**src/rtl/qct_pkg.sv**
```systemverilog
package qct_pkg;
  localparam int QUAD_BITS = 32;
  localparam int ADDR_BITS = 16;
  localparam int BIT_IDX_W = $clog2(QUAD_BITS);

  typedef logic [QUAD_BITS-1:0] quad_t;
  typedef logic [ADDR_BITS-1:0] addr_t;
  typedef logic [BIT_IDX_W-1:0] bidx_t;

  // Append one serial bit at the least significant end (MSB-first assembly).
  function automatic quad_t push_bit(quad_t v, logic b);
    return {v[QUAD_BITS-2:0], b};
  endfunction

  // A table entry selects an address only when it is non-zero and equal.
  function automatic logic addr_selects(addr_t entry, addr_t seen);
    return (entry != '0) && (entry == seen);
  endfunction

  function automatic logic is_bit(bidx_t idx, int pos);
    return idx == bidx_t'(pos);
  endfunction
endpackage

```
**src/rtl/qct_sync_det.sv**
```systemverilog
module qct_sync_det
  import qct_pkg::*;
#(
  parameter quad_t SYNC_PAT = 32'h7FFE_8001,
  parameter int    QPF      = 8
) (
  input  logic                   clk,
  input  logic                   rst_n,
  input  logic                   sig_in,
  output logic                   locked,
  output bidx_t                  bit_idx,
  output logic [$clog2(QPF)-1:0] quad_idx,
  output logic                   quad_end,
  output logic                   sync_quad,
  output logic                   acquire,
  output logic                   resync,
  output logic                   miss,
  output quad_t                  sig_word
);
  localparam int QW = $clog2(QPF);

  quad_t sig_sr;
  logic  pat_hit;

  assign sig_word  = push_bit(sig_sr, sig_in);
  assign pat_hit   = (sig_word == SYNC_PAT);
  assign quad_end  = locked && is_bit(bit_idx, QUAD_BITS-1);
  assign sync_quad = (quad_idx == QW'(QPF-1));
  assign acquire   = !locked && pat_hit;
  assign resync    = quad_end && sync_quad && pat_hit;
  assign miss      = quad_end && sync_quad && !pat_hit;

  always_ff @(posedge clk) begin
    if (!rst_n) begin
      sig_sr   <= '0;
      locked   <= 1'b0;
      bit_idx  <= '0;
      quad_idx <= '0;
    end else begin
      sig_sr <= sig_word;
      if (acquire) begin
        locked   <= 1'b1;
        bit_idx  <= '0;
        quad_idx <= '0;
      end else if (miss) begin
        locked   <= 1'b0;
        bit_idx  <= '0;
        quad_idx <= '0;
      end else if (locked) begin
        bit_idx <= bit_idx + bidx_t'(1);
        if (quad_end) quad_idx <= sync_quad ? '0 : quad_idx + QW'(1);
      end
    end
  end
endmodule

```
**src/rtl/qct_addr_match.sv**
```systemverilog
module qct_addr_match
  import qct_pkg::*;
#(
  parameter int NCH = 4
) (
  input  logic                   clk,
  input  logic                   rst_n,
  input  logic                   locked,
  input  bidx_t                  bit_idx,
  input  addr_t                  cand,
  input  logic [NCH*ADDR_BITS-1:0] chan_cfg,
  output logic                   addr_done,
  output logic                   addr_hit,
  output addr_t                  addr_seen
);
  logic [NCH-1:0] entry_hit;

  for (genvar i = 0; i < NCH; i++) begin : g_cmp
    assign entry_hit[i] = addr_selects(chan_cfg[i*ADDR_BITS +: ADDR_BITS], cand);
  end

  assign addr_done = locked && is_bit(bit_idx, ADDR_BITS-1);

  always_ff @(posedge clk) begin
    if (!rst_n) begin
      addr_hit  <= 1'b0;
      addr_seen <= '0;
    end else if (addr_done) begin
      addr_hit  <= |entry_hit;
      addr_seen <= cand;
    end
  end
endmodule

```
**src/rtl/qct_capture.sv**
```systemverilog
module qct_capture
  import qct_pkg::*;
(
  input  logic  clk,
  input  logic  rst_n,
  input  logic  dat_in,
  input  logic  quad_end,
  input  logic  sync_quad,
  input  logic  acquire,
  input  logic  miss,
  input  logic  addr_hit,
  input  addr_t addr_seen,
  output logic  q_valid,
  output addr_t q_addr,
  output quad_t q_data
);
  quad_t dat_sr;
  quad_t dat_word;
  logic  sel_hit;
  addr_t sel_addr;

  assign dat_word = push_bit(dat_sr, dat_in);

  always_ff @(posedge clk) begin
    if (!rst_n) begin
      dat_sr   <= '0;
      sel_hit  <= 1'b0;
      sel_addr <= '0;
      q_valid  <= 1'b0;
      q_addr   <= '0;
      q_data   <= '0;
    end else begin
      dat_sr  <= dat_word;
      q_valid <= 1'b0;
      if (acquire || miss) begin
        sel_hit <= 1'b0;
      end else if (quad_end) begin
        if (sel_hit) begin
          q_valid <= 1'b1;
          q_addr  <= sel_addr;
          q_data  <= dat_word;
        end
        sel_hit  <= addr_hit && !sync_quad;
        sel_addr <= addr_seen;
      end
    end
  end
endmodule

```
**src/rtl/qct_frame_tracker.sv**
```systemverilog
module qct_frame_tracker
  import qct_pkg::*;
#(
  parameter quad_t SYNC_PAT = 32'h7FFE_8001,
  parameter int    QPF      = 8,
  parameter int    NCH      = 4
) (
  input  logic                     bus_clk,
  input  logic                     rst_n,
  input  logic                     sig_in,
  input  logic                     dat_in,
  input  logic [NCH*ADDR_BITS-1:0] chan_cfg,
  output logic                     locked,
  output logic                     frame_start,
  output logic                     sync_lost,
  output logic                     q_valid,
  output logic [ADDR_BITS-1:0]     q_addr,
  output logic [QUAD_BITS-1:0]     q_data
);
  localparam int QW = $clog2(QPF);

  bidx_t          bit_idx;
  logic [QW-1:0]  quad_idx;
  logic           quad_end, sync_quad, acquire, resync, miss;
  quad_t          sig_word;
  logic           addr_done, addr_hit;
  addr_t          addr_seen;

  qct_sync_det #(.SYNC_PAT(SYNC_PAT), .QPF(QPF)) u_sync (
    .clk(bus_clk), .rst_n(rst_n), .sig_in(sig_in),
    .locked(locked), .bit_idx(bit_idx), .quad_idx(quad_idx),
    .quad_end(quad_end), .sync_quad(sync_quad), .acquire(acquire),
    .resync(resync), .miss(miss), .sig_word(sig_word)
  );

  qct_addr_match #(.NCH(NCH)) u_match (
    .clk(bus_clk), .rst_n(rst_n), .locked(locked), .bit_idx(bit_idx),
    .cand(sig_word[ADDR_BITS-1:0]), .chan_cfg(chan_cfg),
    .addr_done(addr_done), .addr_hit(addr_hit), .addr_seen(addr_seen)
  );

  qct_capture u_cap (
    .clk(bus_clk), .rst_n(rst_n), .dat_in(dat_in), .quad_end(quad_end),
    .sync_quad(sync_quad), .acquire(acquire), .miss(miss),
    .addr_hit(addr_hit), .addr_seen(addr_seen),
    .q_valid(q_valid), .q_addr(q_addr), .q_data(q_data)
  );

  always_ff @(posedge bus_clk) begin
    if (!rst_n) begin
      frame_start <= 1'b0;
      sync_lost   <= 1'b0;
    end else begin
      frame_start <= acquire || resync;
      sync_lost   <= miss;
    end
  end
endmodule

```
**config.mk**
```make
export PLATFORM = sky130hd
export DESIGN_NAME = qct_frame_tracker
export DESIGN_NICKNAME = d
export VERILOG_FILES = /design/src/rtl/qct_pkg.sv /design/src/rtl/qct_sync_det.sv /design/src/rtl/qct_addr_match.sv /design/src/rtl/qct_capture.sv /design/src/rtl/qct_frame_tracker.sv
export SDC_FILE = /design/constraint.sdc
export NUM_CORES = 1
export LEC_CHECK = 0
export ABC_AREA = 0
export ABC_CLOCK_PERIOD_IN_PS = 6900
export BUFFER_PORTS_ARGS = -buffer_cell sky130_fd_sc_hd__buf_2
export CAP_MARGIN = 10
export CORE_UTILIZATION = 30
export CTS_CLUSTER_DIAMETER = 120
export DETAILED_ROUTE_END_ITERATION = 8
export RECOVER_POWER = 100
export SLEW_MARGIN = 20
export SYNTH_ARGS = -nofsm -noshare
export SYNTH_HDL_FRONTEND = slang
export SYNTH_HIERARCHICAL = 1
export SYNTH_SLANG_ARGS = --single-unit
```
**constraint.sdc**
```tcl
create_clock -name bus_clk -period 6.9 [get_ports bus_clk]
set_input_delay 1.38 -clock bus_clk [delete_from_list [all_inputs] [get_ports bus_clk]]
set_output_delay 1.38 -clock bus_clk [all_outputs]
set_load 0.01 [all_outputs]
```
==> results.txt <==
- The initial antenna violation count was 0.
- Total setup violations reported at the end of the flow: 0
- Counting both buffers and inverters, the worst setup path holds a total of 2.
- Share of the yosys chip area belonging to registers: 48.76%
* Number of buffers added to fix hold violations after cts: 0
- After detailed routing, the average wire length per cell comes to between 10 and 15 um.
- The number of global-route vias before repair came to 4300.
- Main area contributors after synthesis: sky130_fd_sc_hd__dfxtp_1 (49%), sky130_fd_sc_hd__mux2i_1 (13%), sky130_fd_sc_hd__xor2_1 (8.8%)
* Io pins: between 100 and 150
* Clock edge transition at the registers on the reported setup and hold paths: about 0.060 ns
* Total of fill cells in the finished design: 2160
- Period utilization: just under 70%
- The final reports fail on capacitance limit, slew limit.
- The root buffer cell chosen for the clock tree is sky130_fd_sc_hd__clkbuf_16.
- Entering global routing, the biggest net connects ~110 pins.
- Worst endpoint data arrival time: 5.09 ns
- In this run the tightest slew margin relative to its limit is -61.22%.
* Clock latency on the worst-skew pair: about 0.41 ns
- The flow ran to the end, but the final reports show violations.
- Counting the buffers created by CTS gives 17.
- Synthesis produced a netlist with a net count of approximately 720.
* Top post-synthesis cells by count: sky130_fd_sc_hd__dfxtp_1 (156), sky130_fd_sc_hd__nand2_1 (121), sky130_fd_sc_hd__mux2i_1 (83), sky130_fd_sc_hd__xor2_1 (64)
- Number of buffers on the longest clock path: 2
- The die covers 21940 um2.
- Synth Register Bits: between 150 and 200
* Synthesis-to-finish area growth: 18.27%
- Detailed-route DRC error count: 0
* Antenna Nets Post-Route: 0
- Most repeated cell in the gate-level netlist after synthesis: sky130_fd_sc_hd__dfxtp_1
- Pleak: ~3.4 nW
- The tool flagged a number of max-cap violations equal to 2.
* Worst Skew: between 0.006 and 0.007 ns
- At the pin with the least slew margin, the transition time is between 2 and 2.5 ns.
- Min Hold Slack: about 0.43 ns
* Instance count after placement with tap cells included: around 990
- The setup path with the least slack is of type in -> reg.
* Global-route wire length before repair: 21910 um
- DRT Pass-1 Iters: 4
- CP Capture Type: flip-flop
- Highest cell delay on the worst timing path: 1.21 ns
* Global routing usage summed across all routing layers: between 10% and 20%
- Synthesis handed over a netlist of roughly 640 instances.
- After legalization and detailed placement, the total HPWL measured around 9200 um.
- 1st-iter DRT viols: about 260
* Crit-path slowest cell: sky130_fd_sc_hd__clkbuf_2
- TritonCTS built the clock tree.
* Number of cells on the worst hold path: 2
* Std-Cell Core Area: between 20000 and 25000 um2
- Across all layers, the routed design uses roughly 4500 vias.
* Number of standard-cell rows in the floorplan: between 50 and 60
- The synthesized netlist contains 38 unique library cells.
- Final min period: between 4 and 5 ns
- The average instance in the mapped netlist occupies 9.961 um2.
- Die outline width: about 150 um
- The clock drives ~160 sinks.
- In the routed layout, each cell is associated on average with a via count of 4.417.
* Pwr dens: approximately 250 nW/um2
* Cell type group with the largest total delay on the critical path: simple AND/OR/NAND/NOR gates
- Cell taking the most area after synthesis: sky130_fd_sc_hd__dfxtp_1
* Highest fanout seen on the critical path: a little under 50
* Fraction of final layout cells with drive strength greater than 1: approximately 14%
- Based on the critical path, the design can be clocked at up to around 210 MHz.
- Final GP Congestion: around 0.84
- During synthesis, Yosys emitted a total of 6 warnings.
* Non-filler instance count after layout: a little over 1000
- In this run the cell area of the synthesized design comes to between 6000 and 7000 um2.
- The net count of the finished layout is 810.
- The worst setup path is launched from an input port.
* Tightest Hold Check Type: reg -> reg
- Die Height: about 150 um
* Number of diodes added for antenna fixing: 0
* EDFF count, synth: 0
* Top flip-flop cell by instance count after synthesis: sky130_fd_sc_hd__dfxtp_1
- Setup repair after global routing left no endpoint under its margin.
- Endpoint required time on the critical path: between 7 and 8 ns
- The initial utilization of the core area, before any placement, comes to 30.56%.
* Share of synthesized flip-flops with an asynchronous set or reset: 0%
- Detailed-route wire length: ~14000 um
* Total global routing overflow: 0
- In this run, post-CTS repair resized a total of 0 instances.
- In this run the number of cells on the critical path is 7.
* H-tree depth reported by CTS: 4
* Post-route setup TNS: 0 ns
* Count of input and output buffers: roughly 120
- Worst voltage drop across the vdd grid: between 100 and 150 uV
- The worst register-to-register path has a depth of 6.
- In this run the post-CTS setup repair buffer count came out at 0.
- The total count of max-transition violations in the final report was about 120.
- The share of synthesized area in the top cell type comes to between 40% and 50%.
- Final count of hold timing violations: 0
- The critical path goes through clkbuf_1, nor4b_1, nand4_1, nor3_1, nand4bb_4, clkbuf_2, mux2i_1.
-- power by group --
part / switching [mW] / internal, mW / total [mW]
Combinational: 0.0415 / 0.0286 / 0.0701
Sequential: 0.00369 / 0.903 / 0.906
Clock: 0.351 / 0.578 / 0.929
-- tightest hold or removal path, stage by stage, from the launching register on --
cell and delay (ns):
sky130_fd_sc_hd__dfxtp_1 0.30, sky130_fd_sc_hd__nand2_1 0.05, sky130_fd_sc_hd__inv_1 0.05
-- placed cells by master (no fill, tap or decap), types with 2 or more instances in the layout --
master / n
sky130_fd_sc_hd__and2_1: 21
sky130_fd_sc_hd__nor4b_2: 2
sky130_fd_sc_hd__nand3b_1: 3
sky130_fd_sc_hd__ha_1: 4
sky130_fd_sc_hd__a21oi_1: 2
sky130_fd_sc_hd__inv_1: 33
sky130_fd_sc_hd__clkinv_4: 3
sky130_fd_sc_hd__clkbuf_16: 17
sky130_fd_sc_hd__clkinv_2: 3
sky130_fd_sc_hd__bufinv_16: 3
sky130_fd_sc_hd__and2_0: 12
sky130_fd_sc_hd__mux2i_1: 83
sky130_fd_sc_hd__o21a_1: 2
sky130_fd_sc_hd__nor4_2: 4
sky130_fd_sc_hd__dfxtp_1: 156
sky130_fd_sc_hd__nand4b_1: 3
sky130_fd_sc_hd__nor2b_1: 16
sky130_fd_sc_hd__xnor2_1: 2
sky130_fd_sc_hd__nor4_1: 30
sky130_fd_sc_hd__buf_2: 65
sky130_fd_sc_hd__nor2_1: 2
sky130_fd_sc_hd__nor4b_1: 5
sky130_fd_sc_hd__clkbuf_1: 58
sky130_fd_sc_hd__nor3_1: 5
sky130_fd_sc_hd__nand3_1: 5
sky130_fd_sc_hd__o22a_1: 2
sky130_fd_sc_hd__xor2_1: 64
sky130_fd_sc_hd__nand4_1: 8
sky130_fd_sc_hd__nand2_1: 121
-- sequential cells by signal, indices dropped and copies added (netlist names), 3 cells and up --
name / count
u_cap/q_data: 32
u_cap/dat_sr: 31
u_sync/sig_sr: 31
u_cap/q_addr: 16
u_cap/sel_addr: 16
u_match/addr_seen: 16
u_sync/bit_idx: 5
u_sync/quad_idx: 3
-- area by class of cell --
class                           instances  area [um2]  area share [%]
Sequential cell                       156        3123           41.23
Clock inverter                         10       140.1           1.850
Timing Repair Buffer                  122       544.3           7.185
Clock buffer                           21       450.4           5.946
Multi-Input combinational cell        408        2849           37.61
Tap cell                              275       344.1           4.542
Inverter                               33       123.9           1.635
-- stage by stage --
| step | total power [mW] | setup slack (ns) | util (%) | instance area [um2] |
|---|---|---|---|---|
| after global placement | 0.9961 | 3.048 | 33.84 | 7091 |
| after detailed placement | 0.9963 | 2.980 | 33.84 | 7091 |
| final | 1.905 | 2.120 | 36.15 | 7575 |
| after global routing | 1.985 | 1.702 | 36.15 | 7575 |
| after floorplan | 0.9612 | 3.860 | - | 6405 |
| after CTS | 1.938 | 3.419 | 36.66 | 7681 |
-- path summary, 6_finish.rpt --
check             slack, ns                to         startpoint
setup / recovery       2.12  u_cap/q_addr[12]             sig_in
hold / removal         0.43  u_cap/dat_sr[11]   u_cap/dat_sr[10]
setup reg to reg       2.79  u_cap/q_addr[12]  u_sync/sig_sr[14]
hold reg to reg        0.43  u_cap/dat_sr[11]   u_cap/dat_sr[10]
-- per-layer routing --
metal	GRT usage [%]	vias up	wire length [um]	share of wire, %
met5	0	-	0	0
li1	-	2307	-	-
met3	3.405	20	568	4.1
met1	16.61	2123	6561	47
met4	4.794	0	251	1.8
met2	20.02	77	6479	47
-- logic make-up (layout without fill, tap and decap cells) --
kind of cell	after synthesis	count (layout)	synth area share [%]
AO/OA/AOI/OAI	11	11	1.231
XOR/XNOR	66	66	9.025
adder cells (fa/ha/maj)	4	4	0.7814
buffers and inverters	79	186	6.622
flip-flops	156	156	48.76
multiplexers	83	83	12.97
AND/OR/NAND/NOR	244	244	20.61
Note: power is estimated with default switching activity, not from simulation.
